===== src/rtl/pcs_pkg.sv =====
package pcs_pkg;
  localparam int NIB_W   = 4;
  localparam int CG_W    = 5;
  localparam int NIB_CNT = 1 << NIB_W;

  typedef logic [NIB_W-1:0] nib_t;
  typedef logic [CG_W-1:0]  cg_t;

  localparam cg_t CG_IDLE = 5'b11111;
  localparam cg_t CG_J    = 5'b11000;
  localparam cg_t CG_K    = 5'b10001;
  localparam cg_t CG_T    = 5'b01101;
  localparam cg_t CG_R    = 5'b00111;
  localparam cg_t CG_HALT = 5'b00100;

  typedef enum logic [2:0] {
    KIND_DATA, KIND_IDLE, KIND_J, KIND_K, KIND_T, KIND_R, KIND_BAD
  } cg_kind_e;

  typedef enum logic [1:0] {
    TXS_IDLE, TXS_SSD2, TXS_DATA, TXS_ESD2
  } tx_state_e;

  typedef enum logic [1:0] {
    RXS_IDLE, RXS_SSD2, RXS_DATA, RXS_ESD2
  } rx_state_e;

  // 4B/5B data mapping for one nibble
  function automatic cg_t enc_nib(input nib_t n);
    cg_t c;
    case (n)
      4'h0: c = 5'b11110;
      4'h1: c = 5'b01001;
      4'h2: c = 5'b10100;
      4'h3: c = 5'b10101;
      4'h4: c = 5'b01010;
      4'h5: c = 5'b01011;
      4'h6: c = 5'b01110;
      4'h7: c = 5'b01111;
      4'h8: c = 5'b10010;
      4'h9: c = 5'b10011;
      4'hA: c = 5'b10110;
      4'hB: c = 5'b10111;
      4'hC: c = 5'b11010;
      4'hD: c = 5'b11011;
      4'hE: c = 5'b11100;
      default: c = 5'b11101;
    endcase
    return c;
  endfunction

  // Inverse lookup: {hit, nibble}, derived from the forward table
  function automatic logic [NIB_W:0] dec_cg(input cg_t c);
    logic [NIB_W:0] r;
    r = '0;
    for (int i = 0; i < NIB_CNT; i++) begin
      if (enc_nib(NIB_W'(i)) == c) r = {1'b1, NIB_W'(i)};
    end
    return r;
  endfunction
endpackage


===== src/rtl/pcs_cg_classify.sv =====
module pcs_cg_classify
  import pcs_pkg::*;
(
  input  cg_t      cg,
  output cg_kind_e kind,
  output nib_t     nib
);
  logic [NIB_W:0] hit;

  always_comb begin
    hit  = dec_cg(cg);
    nib  = '0;
    kind = KIND_BAD;
    if (hit[NIB_W]) begin
      kind = KIND_DATA;
      nib  = hit[NIB_W-1:0];
    end else begin
      case (cg)
        CG_IDLE: kind = KIND_IDLE;
        CG_J:    kind = KIND_J;
        CG_K:    kind = KIND_K;
        CG_T:    kind = KIND_T;
        CG_R:    kind = KIND_R;
        default: kind = KIND_BAD;
      endcase
    end
  end
endmodule


===== src/rtl/pcs_tx_enc.sv =====
module pcs_tx_enc
  import pcs_pkg::*;
(
  input  logic clk,
  input  logic rst_n,
  input  logic tx_en,
  input  logic tx_er,
  input  nib_t txd,
  output cg_t  tx_cg,
  output logic data_slot
);
  tx_state_e st_q, st_d;
  cg_t       cg_d;

  always_comb begin
    st_d = st_q;
    cg_d = CG_IDLE;
    case (st_q)
      TXS_IDLE: begin
        if (tx_en) begin
          cg_d = CG_J;
          st_d = TXS_SSD2;
        end
      end
      TXS_SSD2: begin
        if (tx_en) begin
          cg_d = CG_K;
          st_d = TXS_DATA;
        end else begin
          cg_d = CG_T;
          st_d = TXS_ESD2;
        end
      end
      TXS_DATA: begin
        if (tx_en) begin
          cg_d = tx_er ? CG_HALT : enc_nib(txd);
        end else begin
          cg_d = CG_T;
          st_d = TXS_ESD2;
        end
      end
      default: begin
        cg_d = CG_R;
        st_d = TXS_IDLE;
      end
    endcase
  end

  always_ff @(posedge clk or negedge rst_n) begin
    if (!rst_n) begin
      st_q  <= TXS_IDLE;
      tx_cg <= CG_IDLE;
    end else begin
      st_q  <= st_d;
      tx_cg <= cg_d;
    end
  end

  assign data_slot = (st_q == TXS_DATA);
endmodule


===== src/rtl/pcs_rx_dec.sv =====
module pcs_rx_dec
  import pcs_pkg::*;
#(
  parameter nib_t PRE_NIB = 4'h5
)(
  input  logic clk,
  input  logic rst_n,
  input  cg_t  rx_cg,
  output nib_t rxd,
  output logic rx_dv,
  output logic rx_er
);
  rx_state_e st_q, st_d;
  cg_t       prev_q;
  cg_kind_e  prev_kind;
  nib_t      prev_nib;
  logic      cur_is_k;
  nib_t      nib_d;
  logic      dv_d, er_d;

  pcs_cg_classify u_cls (
    .cg   (prev_q),
    .kind (prev_kind),
    .nib  (prev_nib)
  );

  assign cur_is_k = (rx_cg == CG_K);

  always_comb begin
    st_d  = st_q;
    nib_d = '0;
    dv_d  = 1'b0;
    er_d  = 1'b0;
    case (st_q)
      RXS_IDLE: begin
        if (prev_kind == KIND_J) begin
          if (cur_is_k) begin
            dv_d  = 1'b1;
            nib_d = PRE_NIB;
            st_d  = RXS_SSD2;
          end else begin
            er_d = 1'b1;
          end
        end
      end
      RXS_SSD2: begin
        dv_d  = 1'b1;
        nib_d = PRE_NIB;
        st_d  = RXS_DATA;
      end
      RXS_DATA: begin
        case (prev_kind)
          KIND_DATA: begin
            dv_d  = 1'b1;
            nib_d = prev_nib;
          end
          KIND_T:    st_d = RXS_ESD2;
          KIND_IDLE: begin
            er_d = 1'b1;
            st_d = RXS_IDLE;
          end
          default: begin
            dv_d = 1'b1;
            er_d = 1'b1;
          end
        endcase
      end
      default: st_d = RXS_IDLE;
    endcase
  end

  always_ff @(posedge clk or negedge rst_n) begin
    if (!rst_n) begin
      st_q   <= RXS_IDLE;
      prev_q <= CG_IDLE;
      rxd    <= '0;
      rx_dv  <= 1'b0;
      rx_er  <= 1'b0;
    end else begin
      st_q   <= st_d;
      prev_q <= rx_cg;
      rxd    <= nib_d;
      rx_dv  <= dv_d;
      rx_er  <= er_d;
    end
  end
endmodule


===== src/rtl/fx_pcs_codec.sv =====
module fx_pcs_codec #(
  parameter logic [pcs_pkg::NIB_W-1:0] PRE_NIB = 4'h5
)(
  input  logic                       clk,
  input  logic                       rst_n,
  input  logic                       tx_en,
  input  logic                       tx_er,
  input  logic [pcs_pkg::NIB_W-1:0]  txd,
  output logic [pcs_pkg::CG_W-1:0]   tx_cg,
  input  logic [pcs_pkg::CG_W-1:0]   rx_cg,
  output logic [pcs_pkg::NIB_W-1:0]  rxd,
  output logic                       rx_dv,
  output logic                       rx_er
);
  logic tx_data_slot;

  pcs_tx_enc u_tx (
    .clk       (clk),
    .rst_n     (rst_n),
    .tx_en     (tx_en),
    .tx_er     (tx_er),
    .txd       (txd),
    .tx_cg     (tx_cg),
    .data_slot (tx_data_slot)
  );

  pcs_rx_dec #(.PRE_NIB(PRE_NIB)) u_rx (
    .clk   (clk),
    .rst_n (rst_n),
    .rx_cg (rx_cg),
    .rxd   (rxd),
    .rx_dv (rx_dv),
    .rx_er (rx_er)
  );
endmodule


===== config.mk =====
export PLATFORM = sky130hd
export DESIGN_NAME = fx_pcs_codec
export DESIGN_NICKNAME = d
export VERILOG_FILES = /design/src/rtl/pcs_pkg.sv /design/src/rtl/pcs_cg_classify.sv /design/src/rtl/pcs_tx_enc.sv /design/src/rtl/pcs_rx_dec.sv /design/src/rtl/fx_pcs_codec.sv
export SDC_FILE = /design/constraint.sdc
export NUM_CORES = 1
export LEC_CHECK = 0
export BUFFER_PORTS_ARGS = -buffer_cell sky130_fd_sc_hd__buf_2
export CAP_MARGIN = 30
export CORE_MARGIN = 3
export CORE_UTILIZATION = 55
export CTS_CLUSTER_SIZE = 12
export DETAILED_ROUTE_END_ITERATION = 6
export PLACE_DENSITY = 0.81
export SYNTH_ARGS = -nofsm -noshare
export SYNTH_HDL_FRONTEND = slang
export SYNTH_SLANG_ARGS = --single-unit

===== constraint.sdc =====
create_clock -name clk -period 2.42 [get_ports clk]
set_clock_uncertainty 0.2 [all_clocks]
set_input_delay 0.242 -clock clk [delete_from_list [all_inputs] [get_ports clk]]
set_output_delay 0.242 -clock clk [all_outputs]
set_load 0.02 [all_outputs]

==> metrics.txt <==
HPWL after DPL=between 1000 and 1500 um; max-slew violations=0; CTS resizes=0; placed cell count=148; I/O Buffers=23; total global-route track usage=17.5%; first-pass GRT wire length=about 3200 um; logic gate share of total power=between 30 and 40%; Routed wire per std cell=12.0 um; drt drc=0; GR Overflow Total=0; clock sinks=20; initial antenna violation count=0; Layout area overhead=22.6%; DRT iter0 DRCs=20; fin crit period=1.73 ns; Pwr Total=1.15 mW; CP max FO=2; setup TNS=0 ns; Post-Syn Area=0.00103 mm^2; Cells after Synth=103; Avg Cell Area, Syn=10.0 um^2; post-CTS setup buffers=0; CTS tree=built; ratio of cells with drive above 1 in the final layout=between 30% and 40%; Ys Warns=0; Die Width=approximately 49 um; clock transition at the registers of the reported paths=0.11 ns; CTS H-tree lvls=1; total nets after synthesis=120; DIE HEIGHT=49.3 um; io pins=24; critical path type=in -> reg; final setup vio count=0; fillers=135; ANT cells=0; fmax=~0.58 GHz; register area share after synthesis=49.8%; post-synth top area share=25.5%; run status=completed; Sw Ratio=33.3%; Initial Utilization=about three fifths; Hold Path Class=in -> reg; most frequent cells in the layout=buf_2 (23), o21ai_0 (11), nor2_1 (11); Pwr Density=910 mW/mm^2; Layout Utilization=72.3%; Clock Tree Buf Depth=2; static leakage=0.614 nW; Reg area=approximately 510 um^2; Layout Nets=151; Die ar.=around 0.0024 mm^2; Hold Vio Cnt, Final=0; net switching power=0.383 mW; via/cell ratio=5.31; largest cells by area after synthesis=dfstp_2 (26%), dfrtp_1 (24%), o21ai_0 (5.3%); CP Data Arrival Time=1.76 ns; clock buffer count from CTS=3; ANT nets after route=0; Synth area leader=dfstp_2; worst r2r src=u_rx.prev_q[4]; CP required=2.45 ns; clock network fraction of total power=between 20% and 30%; max cap viols=0; vias in the first global route=between 700 and 800; Worst Max-Slew Pin Slew=0.407 ns; gp weighted congestion=0.864; Internal Power=0.766 mW; non-filler cells, final=158; final hold slack=0.0139 ns; first-pass detailed-route iteration total=4; Worst setup SP type=primary input; synthesis-stage register bit count=20; multi-input logic area=472 um^2; clock latency on the worst-skew pair=roughly 0.29 ns; core area=0.00175 mm^2; Root Driver=clkbuf_4; part of the power in registers=41.1%; Max IR drop VDD=~0.00082 V; Setup crit end kind=flip-flop; total detailed-routing wirelength=1890 um; largest net degree at the start of global routing=21; Yosys cell types=33; hold path start=tx_en; most common cell after layout, fill and taps aside=buf_2; RSZ-0062 raised after global routing=false; via count=839; Period Utilization, post-route=a little under three quarters; Setup crit start=rx_cg[3]; floorplan row count=15; Slew Limit Headroom=between 70 and 80%
[per-stage QoR]
stage | instance area [um^2] | setup slack, ns
floorplan | 1030 | 0.875
global placement | 1150 | 0.807
detailed placement | 1150 | 0.770
CTS | 1260 | 0.698
global route | 1260 | 0.620
finish | 1260 | 0.687
[worst max-delay path: stages]
cell,delay [ns]
dlygate4sd3_1,0.54
buf_2,0.13
nor4bb_1,0.36
and4b_1,0.29
mux2i_1,0.08
nor2_1,0.11
[power groups by stage]
stage	Clock, mW	Combinational, mW	Sequential [mW]
after floorplan	0	0.237	0.536
after global placement	0	0.390	0.477
after detailed placement	0	0.402	0.479
after CTS	0.270	0.410	0.473
after global routing	0.288	0.453	0.485
final	0.265	0.411	0.473
[cell type report]
class | count | share of cell area (%)
Inverter | 5 | 1.49
Multi-Input combinational cell | 75 | 37.4
Timing Repair Buffer | 29 | 13.9
Tap cell | 25 | 2.48
Clock buffer | 3 | 1.78
Clock inverter | 1 | 2.38
Sequential cell | 20 | 40.6
[metal layers]
layer  wire length (um)  global-route usage (%)  part of all wire (%)  vias up
li1                   -                       -                     -      419
met2                963                    30.4                    51       26
met4                 19                    8.53                   1.0        0
met5                  0                       0                     0        -
met3                 88                    3.06                   4.7        2
met1                820                    20.6                    43      392
[sequential cells by signal, summed over array words and instances, names as in the netlist]
| signal | cells |
|---|---|
| u_rx.rx_er | 1 |
| u_tx.tx_cg | 5 |
| u_rx.rxd | 4 |
| u_rx.rx_dv | 1 |
| u_tx.st_q | 2 |
| u_rx.prev_q | 5 |
| u_rx.st_q | 2 |
[timing repair]
item	CTS	global route
hold endpoints to repair	25	0
hold buffers	6	0
endpoints found under the setup margin	0	0
[worst paths after layout]
path                                   to  slack (ns)  cells past startpoint
hold / removal              u_tx.tx_cg[1]        0.01                      3
max in group asynchronous  u_rx.prev_q[0]        1.49                      2
setup / recovery             u_rx.st_q[0]        0.69                      6
min in group asynchronous      u_rx.rx_er        0.21                      2
setup reg to reg               u_rx.rx_er        0.74                      4
hold reg to reg              u_rx.st_q[0]        0.33                      1
[synthesized netlist by cell type]
master,count
a31oi_1,1
nor4bb_1,1
and2b_1,1
ha_1,4
nor3b_1,1
a21oi_1,6
o211a_1,1
nand2b_1,1
dfrtp_1,10
xnor2_1,4
mux2_4,1
buf_6,2
clkbuf_1,1
nand3_1,3
o21ai_2,1
nor4_1,1
mux2i_1,1
and3_1,2
nor2_1,11
nand2_1,8
nor2b_1,3
and4b_1,1
nand4_1,1
inv_1,5
o21ai_0,11
o22ai_1,1
nand3b_1,1
nor4b_2,1
a211oi_1,2
dfstp_2,10
nor3_1,4
o21bai_1,1
xor2_1,1
[cell families after synthesis]
group	Yosys count	synth area share, %
compound gates	24	13.5
xor+xnor	5	4.25
fa+ha+maj	4	4.86
buf+inv	8	4.37
flops	20	49.8
mux	2	2.43
simple gates	40	20.8
Note: power is estimated with default switching activity, not from simulation.
